`src/rtl/fp16_mant_pkg.sv`:
```
package fp16_mant_pkg;
  localparam int FP_W   = 16;
  localparam int EXP_W  = 5;
  localparam int FRAC_W = 10;
  localparam int SH_W   = $clog2(FRAC_W + 1);

  localparam logic [EXP_W-1:0] EXP_MAX  = '1;
  localparam logic [EXP_W-1:0] EXP_B    = 5'd15;
  localparam logic [EXP_W-1:0] EXP_B_M1 = 5'd14;

  localparam logic [FP_W-1:0] FP_POS_ONE = 16'h3C00;
  localparam logic [FP_W-1:0] FP_NEG_ONE = 16'hBC00;
  localparam logic [FP_W-1:0] FP_DEF_NAN = 16'hFE00;

  typedef enum logic [1:0] {
    IV_ONE_TWO   = 2'b00,
    IV_HALF_TWO  = 2'b01,
    IV_HALF_ONE  = 2'b10,
    IV_TQ_THREEH = 2'b11
  } interval_e;
endpackage

```
`src/rtl/fp16_rst_sync.sv`:
```
module fp16_rst_sync (
  input  logic clk,
  input  logic rst_n_in,
  output logic rst_n_out
);
  logic [1:0] sync_q;

  always_ff @(posedge clk or negedge rst_n_in) begin
    if (!rst_n_in) sync_q <= 2'b00;
    else           sync_q <= {sync_q[0], 1'b1};
  end

  assign rst_n_out = sync_q[1];
endmodule

```
`src/rtl/fp16_mant_lane.sv`:
```
module fp16_mant_lane
  import fp16_mant_pkg::*;
(
  input  logic [FP_W-1:0] x,
  input  interval_e       intv,
  input  logic [1:0]      sc,
  output logic [FP_W-1:0] y,
  output logic            inv,
  output logic            den
);
  logic              s;
  logic [EXP_W-1:0]  e;
  logic [FRAC_W-1:0] f;
  logic              is_nan, is_inf, is_zero, is_sub;
  logic [SH_W-1:0]   shamt;
  logic [FRAC_W-1:0] frac_n;
  logic              odd_exp;
  logic [EXP_W-1:0]  exp_o;

  always_comb begin
    s       = x[FP_W-1];
    e       = x[FP_W-2:FRAC_W];
    f       = x[FRAC_W-1:0];
    is_nan  = (e == EXP_MAX) && (f != '0);
    is_inf  = (e == EXP_MAX) && (f == '0);
    is_zero = (e == '0) && (f == '0);
    is_sub  = (e == '0) && (f != '0);

    // shift count that moves the highest set bit out of the fraction field
    shamt = '0;
    for (int k = 0; k < FRAC_W; k++) begin
      if (f[k]) shamt = SH_W'(FRAC_W - k);
    end
    frac_n  = is_sub ? (f << shamt) : f;
    // normal: unbiased = e - 15, odd when e is even; subnormal: unbiased = -shamt
    odd_exp = is_sub ? shamt[0] : ~e[0];

    unique case (intv)
      IV_ONE_TWO:   exp_o = EXP_B;
      IV_HALF_TWO:  exp_o = odd_exp ? EXP_B_M1 : EXP_B;
      IV_HALF_ONE:  exp_o = EXP_B_M1;
      IV_TQ_THREEH: exp_o = frac_n[FRAC_W-1] ? EXP_B_M1 : EXP_B;
      default:      exp_o = EXP_B;
    endcase

    y   = {(sc[0] ? 1'b0 : s), exp_o, frac_n};
    inv = 1'b0;
    den = is_sub;

    if (is_nan) begin
      y   = {s, EXP_MAX, 1'b1, f[FRAC_W-2:0]};
      inv = ~f[FRAC_W-1];
      den = 1'b0;
    end else if (is_zero || is_inf) begin
      den = 1'b0;
      if (!s) begin
        y = FP_POS_ONE;
      end else if (is_inf && sc[1]) begin
        y   = FP_DEF_NAN;
        inv = 1'b1;
      end else begin
        y = sc[0] ? FP_POS_ONE : FP_NEG_ONE;
      end
    end else if (s && sc[1]) begin
      y   = FP_DEF_NAN;
      inv = 1'b1;
      den = 1'b0;
    end
  end
endmodule

```
`src/rtl/fp16_mant_norm.sv`:
```
module fp16_mant_norm
  import fp16_mant_pkg::*;
#(
  parameter int VEC_W = 128,
  localparam int LANES = VEC_W / FP_W
) (
  input  logic             clk,
  input  logic             rst_n,
  input  logic             in_valid,
  input  logic [VEC_W-1:0] src_vec,
  input  logic [LANES-1:0] wr_mask,
  input  logic             mask_en,
  input  logic             zero_mode,
  input  logic             bcast,
  input  logic [VEC_W-1:0] old_dst,
  input  logic [7:0]       imm,
  output logic             out_valid,
  output logic [VEC_W-1:0] res_vec,
  output logic             flag_inv,
  output logic             flag_den
);
  logic rst_s_n;

  fp16_rst_sync u_rst (.clk(clk), .rst_n_in(rst_n), .rst_n_out(rst_s_n));

  logic [LANES-1:0][FP_W-1:0] lane_x, lane_y, lane_o;
  logic [LANES-1:0]           lane_inv, lane_den, lane_act;
  logic [3:0]                 unused_imm;
  interval_e                  intv;

  assign unused_imm = imm[7:4];
  assign intv       = interval_e'(imm[1:0]);

  for (genvar i = 0; i < LANES; i++) begin : g_lane
    assign lane_x[i]   = bcast ? src_vec[FP_W-1:0] : src_vec[i*FP_W +: FP_W];
    assign lane_act[i] = !mask_en || wr_mask[i];

    fp16_mant_lane u_lane (
      .x   (lane_x[i]),
      .intv(intv),
      .sc  (imm[3:2]),
      .y   (lane_y[i]),
      .inv (lane_inv[i]),
      .den (lane_den[i])
    );

    assign lane_o[i] = lane_act[i] ? lane_y[i] :
                       (zero_mode ? '0 : old_dst[i*FP_W +: FP_W]);

    // one lane never reports both flags
    p_flag_excl_r9: assert property (@(posedge clk) disable iff (!rst_s_n)
      !(lane_inv[i] && lane_den[i]));
    // a NaN lane input always leaves quiet
    p_nan_quiet_r6: assert property (@(posedge clk) disable iff (!rst_s_n)
      ((lane_x[i][14:10] == 5'h1F) && (lane_x[i][9:0] != '0)) |-> lane_y[i][9]);
  end

  logic [VEC_W-1:0] res_d, res_q;
  logic             inv_d, inv_q, den_d, den_q, vld_d, vld_q;

  always_comb begin
    vld_d = in_valid;
    res_d = res_q;
    inv_d = inv_q;
    den_d = den_q;
    if (in_valid) begin
      res_d = lane_o;
      inv_d = |(lane_inv & lane_act);
      den_d = |(lane_den & lane_act);
    end
  end

  always_ff @(posedge clk or negedge rst_s_n) begin
    if (!rst_s_n) begin
      vld_q <= 1'b0;
      res_q <= '0;
      inv_q <= 1'b0;
      den_q <= 1'b0;
    end else begin
      vld_q <= vld_d;
      if (in_valid) begin
        res_q <= res_d;
        inv_q <= inv_d;
        den_q <= den_d;
      end
    end
  end

  assign out_valid = vld_q;
  assign res_vec   = res_q;
  assign flag_inv  = inv_q;
  assign flag_den  = den_q;

  p_hold_r12: assert property (@(posedge clk) disable iff (!rst_s_n)
    !in_valid |=> ($stable(res_vec) && $stable(flag_inv) && $stable(flag_den)));
  p_valid_r12: assert property (@(posedge clk) disable iff (!rst_s_n)
    in_valid |=> out_valid);
  p_merge_r10: assert property (@(posedge clk) disable iff (!rst_s_n)
    (in_valid && mask_en && !zero_mode && !wr_mask[0])
      |=> (res_vec[FP_W-1:0] == $past(old_dst[FP_W-1:0])));
  p_zero_r10: assert property (@(posedge clk) disable iff (!rst_s_n)
    (in_valid && mask_en && zero_mode && !wr_mask[0]) |=> (res_vec[FP_W-1:0] == '0));
endmodule

```
`config.mk`:
```
export PLATFORM = sky130hd
export DESIGN_NAME = fp16_mant_norm
export DESIGN_NICKNAME = d
export VERILOG_FILES = /design/src/rtl/fp16_mant_pkg.sv /design/src/rtl/fp16_rst_sync.sv /design/src/rtl/fp16_mant_lane.sv /design/src/rtl/fp16_mant_norm.sv
export SDC_FILE = /design/constraint.sdc
export NUM_CORES = 1
export LEC_CHECK = 0
export BUFFER_PORTS_ARGS = -buffer_cell sky130_fd_sc_hd__buf_2
export CAP_MARGIN = 20
export CORE_MARGIN = 2
export CORE_UTILIZATION = 50
export CTS_BUF_LIST = sky130_fd_sc_hd__clkbuf_16
export CTS_CLUSTER_SIZE = 10
export DETAILED_ROUTE_END_ITERATION = 6
export GPL_TIMING_DRIVEN = 0
export PLACE_DENSITY = 0.78
export SLEW_MARGIN = 15
export SYNTH_ARGS = -nofsm -noshare
export SYNTH_HDL_FRONTEND = slang
export SYNTH_HIERARCHICAL = 1
export SYNTH_SLANG_ARGS = --single-unit
```
`constraint.sdc`:
```
create_clock -name clk -period 4.65 [get_ports clk]
set_input_delay 0.6975 -clock clk [delete_from_list [all_inputs] [get_ports clk]]
set_output_delay 0.6975 -clock clk [all_outputs]
set_load 0.02 [all_outputs]
```
After elaboration in Yosys (flattened, before gate mapping). Cells that the tools add are included.

Equal/unequal tests: 11. Shift operators: 8. Multiplexer cells: 256. Bitwise operators: 18. Reductions and logical operators: 92.

Operators by type and width (number): 16-bit 2-to-1 mux (64); 4-bit 2-to-1 mux (80); 5-bit one-hot mux with 4 select lines (8); 1-bit 2-to-1 mux (96); 10-bit logical NOT (8); 10-bit 2-to-1 mux (8); 10-bit nonzero test (8); 10-bit by 4-bit << shifter with 10-bit output (8); 1-bit logical AND (48); 5-bit equality test (second input constant) (8); 5-bit logical NOT (8); 8-bit bitwise AND (2); 1-bit logical OR (16); 1-bit inverter (16); 8-bit OR reduction (2); 2-bit equality test (second input constant) (2); 2-bit by 1-bit equality test with 1-bit output (second input constant) (1); 2-bit logical NOT (1); 1-bit logical NOT (1).

Flip-flop bits (word level): 133. Output and inout bits: 131. Logic and storage cells: 390.

Logic depth before layout (Yosys ltp). Gate-level depths: netlist of the first run.

Word-level depth: 19. Mapped depth: 14. Gate-level depth less buffers: 10.

Cells and area by module. Netlist of the first run, hierarchy kept.

By module, submodules not included: fp16_mant_norm (instances 1, cells each 1007, area each 8236.6 µm², sequential area each 3278.1 µm²); fp16_mant_lane (instances 8, cells each 144, area each 909.6 µm², sequential area each 0.0 µm²); fp16_rst_sync (instances 1, cells each 3, area each 53.8 µm², sequential area each 50.0 µm²).

Least setup slack after synthesis of the first run. Ideal clock, no wire load.

Path type: input port to flip-flop. Start point: in bcast. End point: reg res_q[122], in the netlist res_vec[122]. Setup time: 0.137 ns. Data arrival time: 3.192 ns. Slack: 1.321 ns. Stages: 13. Path through: clkbuf_1 -> clkbuf_1 -> o21ai_0 -> buf_6 -> or4_1 -> buf_2 -> o221ai_4 -> o311ai_2 -> o211ai_2 -> a31oi_2 -> a311o_1 -> a21oi_1 -> a21oi_1.

RTL lines: start: declaration (line fp16_mant_norm.sv:14) `input logic bcast,`; end signal: assignment (line fp16_mant_norm.sv:82) `res_q <= res_d;`; end: declaration (line fp16_mant_norm.sv:58) `logic [VEC_W-1:0] res_d, res_q;`.

==> results_dict.tcl, run 1 <==
set metrics [dict create \
    status "finished with violations" \
    violations "DRC" \
    path_cells "clkdlybuf4s15_1 > clkbuf_1 > o21ai_0 > nor4_1 > and3_1 > clkbuf_1 > nor3_1 > inv_1 > o41ai_1 > a21oi_1 > a21oi_1" \
    dr_total_vias 19400 \
    cts_htree_levels 4 \
    drt-vias-per-instance 6.42 \
    grt_max_degree 56 \
    yosys_warnings 6 \
    cts_buffers 17 \
    cts-resized-gates 0 \
    syn2layout_area_growth_pct 20.7 \
    skew_ns 0.0122 \
    synth_mux_area_share_pct 3.21 \
    dp.cells 2976 \
    synth_ff_type "dfrtp_1" \
    layout.nets 2877 \
    dp_slack_ns -0.252 \
    post_synth.cell_area_avg_sq_um 7.20 \
    r2r_setup_slack_ns 3.74 \
    grtUsageTotal_pct 40.2 \
    p_seq_share_pct 28.6 \
    cts_root_buf "clkbuf_16" \
    die_y_um 180 \
    cp-end-kind "flop" \
    grt_pass1_wl_um 103000 \
    drtIter0Drc 2158 \
    synth_edf_count 0 \
    min_period_ns 4.52 \
    final_hold_viol_count 0 \
    gp_congestion 1.00 \
    core.rowCount 64 \
    port_buffers 400 \
    grt_pass1_vias 18100 \
    tightestPinTransition_ns 1.14 \
    stdcell_count 3023 \
    cts.sinks 133 \
    crit_path_max_incr_delay_ns 0.95 \
    synthArstFlopShare_pct 100 \
    critPathMaxFanout 10 \
    yosys-top-cells-area "dfrtp_1 (21%), a21oi_1 (10%), and4bb_1 (6.6%), nor2_1 (5.6%), o21ai_0 (5.1%)" \
    drcViolationCount 10 \
    io_pins 409 \
    power.leakage_nw 8.48 \
    synth_top_cell_by_area "dfrtp_1" \
    p_comb_share_pct 42.5 \
    setup_viol 0 \
    total_power_w 0.00485 \
    grt-ovfl-total 0 \
    max_cap_viol_count 0 \
    ir_drop_mv 0.239 \
    yosysUniqueCellTypes 62 \
    die_w_um 180 \
    p_per_area_mw_per_mm2 258 \
    slew_viol_final 0 \
    swShare_pct 42.7 \
    ys_ff_latch 133 \
    drive_gt1_share_pct 24.4 \
    synth_xor_area_share_pct 0 \
    clock_latency_ns 0.46 \
    synth_top_cell_area_share_pct 21.4 \
    worstHoldPathType "primary input to asynchronous set/reset pin" \
    yosys.area_share.simple_pct 30.9 \
    critPathArrivalTime_ns 4.89 \
    p_int_w 0.00278 \
    min_period_over_period_pct 97.1 \
    final_area_sq_mm 0.0188 \
    cp_slowest_cell "o21ai_0" \
    core-area_sq_mm 0.0306 \
    cts_hold_buf 0 \
    clkPwrFrac_pct 28.9 \
    dieArea_sq_mm 0.0326 \
    maxSlewHeadroom_pct 23.2 \
    fin_ws_ns 0.133 \
    synth_cells 2162 \
    wire_per_inst_um 22.8 \
    dp_hpwl_um 50700 \
    clk_pin_slew_ns 0.07 \
    wirelength_um 68800 \
    p_switching_w 0.00207 \
    rsz0062_at_grt "false" \
    syn_area_sq_mm 0.0156 \
    worstSetupPathType "primary input to flop" \
    hold_slack_ns 0.0214 \
    cts_tree "done" \
    synth_compound_area_share_pct 33.1 \
    postCtsSetupRepairBufs 0 \
    synth_top_family_by_area "compound AO/OA/AOI/OAI gates" \
    dr.pass1.iters 7 \
    antenna_found_initial 11 \
    ys_seq_area_share_pct 21.4 \
    drtAntennaViolNets 0 \
    clockBufferDepth 2 \
    initial_utilization_pct 50.9 \
    cp.required_ns 5.02 \
    synth_fa_ha_area_share_pct 0 \
    critPathLaunchType "primary input" \
    dpl-instance-area_sq_mm 0.0182 \
    max_freq_mhz 221 \
]
==> metal layers <==
layer  part of all wire (%)  vias up  global-route usage [%]
met5                  0.019        -                       0
met4                    5.5        2                    21.3
met3                     12      244                    11.5
met2                     44     1257                    62.3
met1                     39     9139                    50.8
li1                       -     8763                       -
==> metrics by stage <==
stage,utilization (%),TNS [ns]
3_5_place_dp,59.4,-0.508
3_3_place_gp,59.3,-146.05
2_1_floorplan,-,0
5_1_grt,61.3,0
4_1_cts,61.3,0
6_report,61.4,0
==> sequential cells by signal, summed over array words and instances, names as in the netlist <==
name	count
u_rst/sync_q	2
out_valid	1
res_vec	128
flag_den	1
flag_inv	1
==> cells by family after synthesis <==
kind of cell | after synthesis
AO/OA/AOI/OAI | 796
flip-flops | 133
AND/OR/NAND/NOR | 806
multiplexers | 48
buffers and inverters | 370
other | 9
==> cells in the final DEF, fill, tap and decap left out, types with 26 or more instances in the layout <==
master    instances
buf_2           461
nor4bb_1         40
buf_4            45
nor2b_1          32
inv_1           153
and3_1           32
o21a_1           32
dfrtp_1         132
nand2_1         144
o21ai_0         159
and4bb_1         82
nor2_1          234
nand3_1          56
a21oi_1         312
mux2i_1          32
nor3_1           26
clkbuf_1         92
==> layout make-up <==
type	instances	area, sq um
sequential	133	3330
timing repair buffer	402	2060
multi-input combinational	1675	10600
inverter	152	571
clock buffer	17	425
clock inverter	15	131
tap	396	495
fill	2893	11800
buffer	218	1170
antenna	15	37.5
==> power by group through the flow <==
stage                     Clock (W)  Sequential [W]  Combinational (W)
after floorplan                   0         0.00158            0.00112
after global placement            0         0.00142            0.00195
after detailed placement          0         0.00140            0.00200
after CTS                   0.00140         0.00138            0.00200
after global routing        0.00144         0.00140            0.00220
final                       0.00140         0.00138            0.00206
==> synth_stat cells (all sizes together), types with 9 or more instances <==
cell type and number:
o21a 32, nor4bb 40, o311ai 24, o21bai 16, a31oi 24, or4 16
nor2 242, o211ai 24, and3 32, and2 32, a21oi 312, nand2b 16
clkbuf 100, and4bb 88, or3 16, o22ai 16, nor4 26, mux2 16
conb 9, a22o 18, nand3 56, a21boi 18, dfrtp 133, inv 152
mux2i 32, nor3b 16, nor2b 32, a22oi 24, buf 118, o221ai 16
o31ai 24, nand2 144, nor3 34, o21ai 184
==> critical path: cells and delay by family <==
family | cells | cell delay (ns)
AND/OR/NAND/NOR | 3 | 1.02
buffers and inverters | 4 | 1.26
AO/OA/AOI/OAI | 4 | 1.88
==> path summary, 6_finish.rpt <==
kind	startpoint	end	cells after the start
worst max-delay path	bcast	res_vec[88]	11
worst min-delay path	rst_n	u_rst/sync_q[1]	1
worst max register to register	u_rst/sync_q[1]	res_vec[65]	1
worst min register to register	u_rst/sync_q[1]	res_vec[11]	0
max in group asynchronous	u_rst/sync_q[1]	res_vec[65]	1
min in group clk	u_rst/sync_q[0]	u_rst/sync_q[1]	0
(Power assumes the default switching activity.)
==> run 2: changes to the inputs <==
--- a/config.mk
+++ b/config.mk
@@ -7,6 +7,7 @@
 export LEC_CHECK = 0
 export BUFFER_PORTS_ARGS = -buffer_cell sky130_fd_sc_hd__buf_2
 export CAP_MARGIN = 20
+export CORE_ASPECT_RATIO = 1.75
 export CORE_MARGIN = 2
 export CORE_UTILIZATION = 50
 export CTS_BUF_LIST = sky130_fd_sc_hd__clkbuf_16
==> run 2 against run 1 <==
The run now ends clean. Sequential share of layout area about the same. Cell count decreased by 0.20%. Setup slack improved by 0.21 ns. Cell area about the same. Clock power decreased by 3%. Utilization decreased by 0.33 points. Critical path depth unchanged. Combinational power about the same. Flip-flop and latch count unchanged. Wire length decreased by 1.7%. Largest cell class unchanged. Largest power group unchanged. Highest routed layer is now met4.
==> results_dict.tcl, run 2 (synthesized netlist as in run 1, its figures left out) <==
set metrics [dict create \
    path_cells "clkbuf_1 > clkbuf_1 > o21ai_0 > nor4_1 > and3_1 > clkbuf_1 > nor3_1 > inv_1 > o41ai_1 > a21oi_1 > a21oi_1" \
    layout.nets 2879 \
    drcViolationCount 0 \
    cp-end-kind "flop" \
    core.rowCount 85 \
    power.leakage_nw 8.49 \
    wire_per_inst_um 22.4 \
    max_freq_mhz 232 \
    min_period_over_period_pct 92.5 \
    cp.required_ns 5.04 \
    dieArea_sq_mm 0.0326 \
    core-area_sq_mm 0.0307 \
    dr.pass1.iters 6 \
    wirelength_um 67600 \
    layout_commonest_cell "buf_2" \
    critPathArrivalTime_ns 4.69 \
    grt_use_met2_pct 66.7 \
    grt_pass1_wl_um 102000 \
    crit_path_max_incr_delay_ns 0.89 \
    status "finished, final reports clean" \
    skew_ns 0.00991 \
    met1_usage_pct 44.0 \
    grt_pass1_vias 18400 \
    clk_pin_slew_ns 0.07 \
    busiest_layer "met2" \
    ir_drop_mv 0.283 \
    cts_tree "done" \
    crit_path_frequent_cell "clkbuf_1" \
    die_w_um 137 \
    rsz0062_at_grt "false" \
    hold_slack_ns 0.252 \
    p_per_area_mw_per_mm2 256 \
    initial_utilization_pct 50.6 \
    critPathMaxFanout 10 \
    min_period_ns 4.30 \
    final_cell_mix "buf_2 (461), a21oi_1 (312), nor2_1 (234), o21ai_0 (160), inv_1 (153)" \
    max_cap_viol_count 0 \
    final_hold_viol_count 0 \
    io_pins 409 \
    cts_root_buf "clkbuf_16" \
    grtUsageTotal_pct 40.4 \
    slew_viol_final 0 \
    tightestPinTransition_ns 1.18 \
    die_y_um 237 \
    maxSlewHeadroom_pct 20.4 \
    grt_util_met3_pct 9.68 \
    cts_buffers 17 \
    nFillCells 2864 \
    drive_gt1_share_pct 24.3 \
    cts.sinks 133 \
    syn2layout_area_growth_pct 20.6 \
    postLayoutCoreUtil_pct 61.1 \
    grt-ovfl-total 0 \
    setup_viol 0 \
    antenna_found_initial 10 \
    worstSetupPathType "primary input to flop" \
    drtAntennaViolNets 0 \
    worstHoldPathType "flop to asynchronous set/reset pin" \
    drtIter0Drc 1821 \
    grt_max_degree 59 \
    largest_reg_flops 128 \
    rr_worst_depth 1 \
    dr_total_vias 19200 \
    drt-vias-per-instance 6.37 \
    clock_latency_ns 0.46 \
    cts_htree_levels 4 \
    dp_hpwl_um 50700 \
    postCtsSetupRepairBufs 0 \
    cts-resized-gates 0 \
    clockBufferDepth 2 \
    cts_hold_buf 1 \
    gp_congestion 1.01 \
    port_buffers 400 \
    cp_slowest_cell "o21ai_0" \
    critPathLaunchType "primary input" \
]
## run 2: worst paths after layout
check | start | to | slack [ns]
max | bcast | res_vec[88] | 0.35
min | u_rst/sync_q[1] | res_vec[9] | 0.25
max reg2reg | u_rst/sync_q[1] | res_vec[66] | 3.75
min reg2reg | u_rst/sync_q[1] | res_vec[9] | 0.25
max in group asynchronous | u_rst/sync_q[1] | res_vec[66] | 3.75
min in group clk | u_rst/sync_q[0] | u_rst/sync_q[1] | 0.35
## run 2: layout make-up
type / count / area, sq um / area share (%)
antenna: 12 / 30.0 / 0.160
buffer: 218 / 1160 / 6.19
clock buffer: 17 / 425 / 2.27
tap: 391 / 489 / 2.61
multi-input combinational: 1675 / 10600 / 56.3
sequential: 133 / 3330 / 17.7
timing repair buffer: 404 / 2070 / 11.0
clock inverter: 15 / 130 / 0.693
inverter: 152 / 571 / 3.04
## run 2: through the flow
step / TNS [ns] / cell area (sq um) / setup slack (ns) / total power, W / std cells
CTS: 0 / 18700 / 0.526 / 0.00476 / 3004
global route: 0 / 18800 / 0.166 / 0.00501 / 3015
detailed placement: 0 / 18200 / 0.0377 / 0.00339 / 2971
global placement: -130.21 / 18100 / -1.03 / 0.00336 / 2969
finish: 0 / 18800 / 0.347 / 0.00480 / 3017
floorplan: 0 / 15600 / 0.670 / 0.00270 / 2178
## run 2: worst max-delay path: cells and delay by family
family	cells	cell delay, ns
simple gates	3	1.05
buf+inv	4	0.96
compound gates	4	1.99
## run 2: per-layer routing
layer | part of all wire (%) | vias to the layer above
met4 | 8.1 | 0
met3 | 9.0 | 329
met2 | 48 | 1194
li1 | - | 8751
met5 | 0 | -
met1 | 35 | 8943
## run 2: power by group
group,switching (W),total (W),internal [W]
clock network,0.000627,0.00136,0.000736
logic,0.00132,0.00206,0.000742
registers,0.0000865,0.00138,0.00130
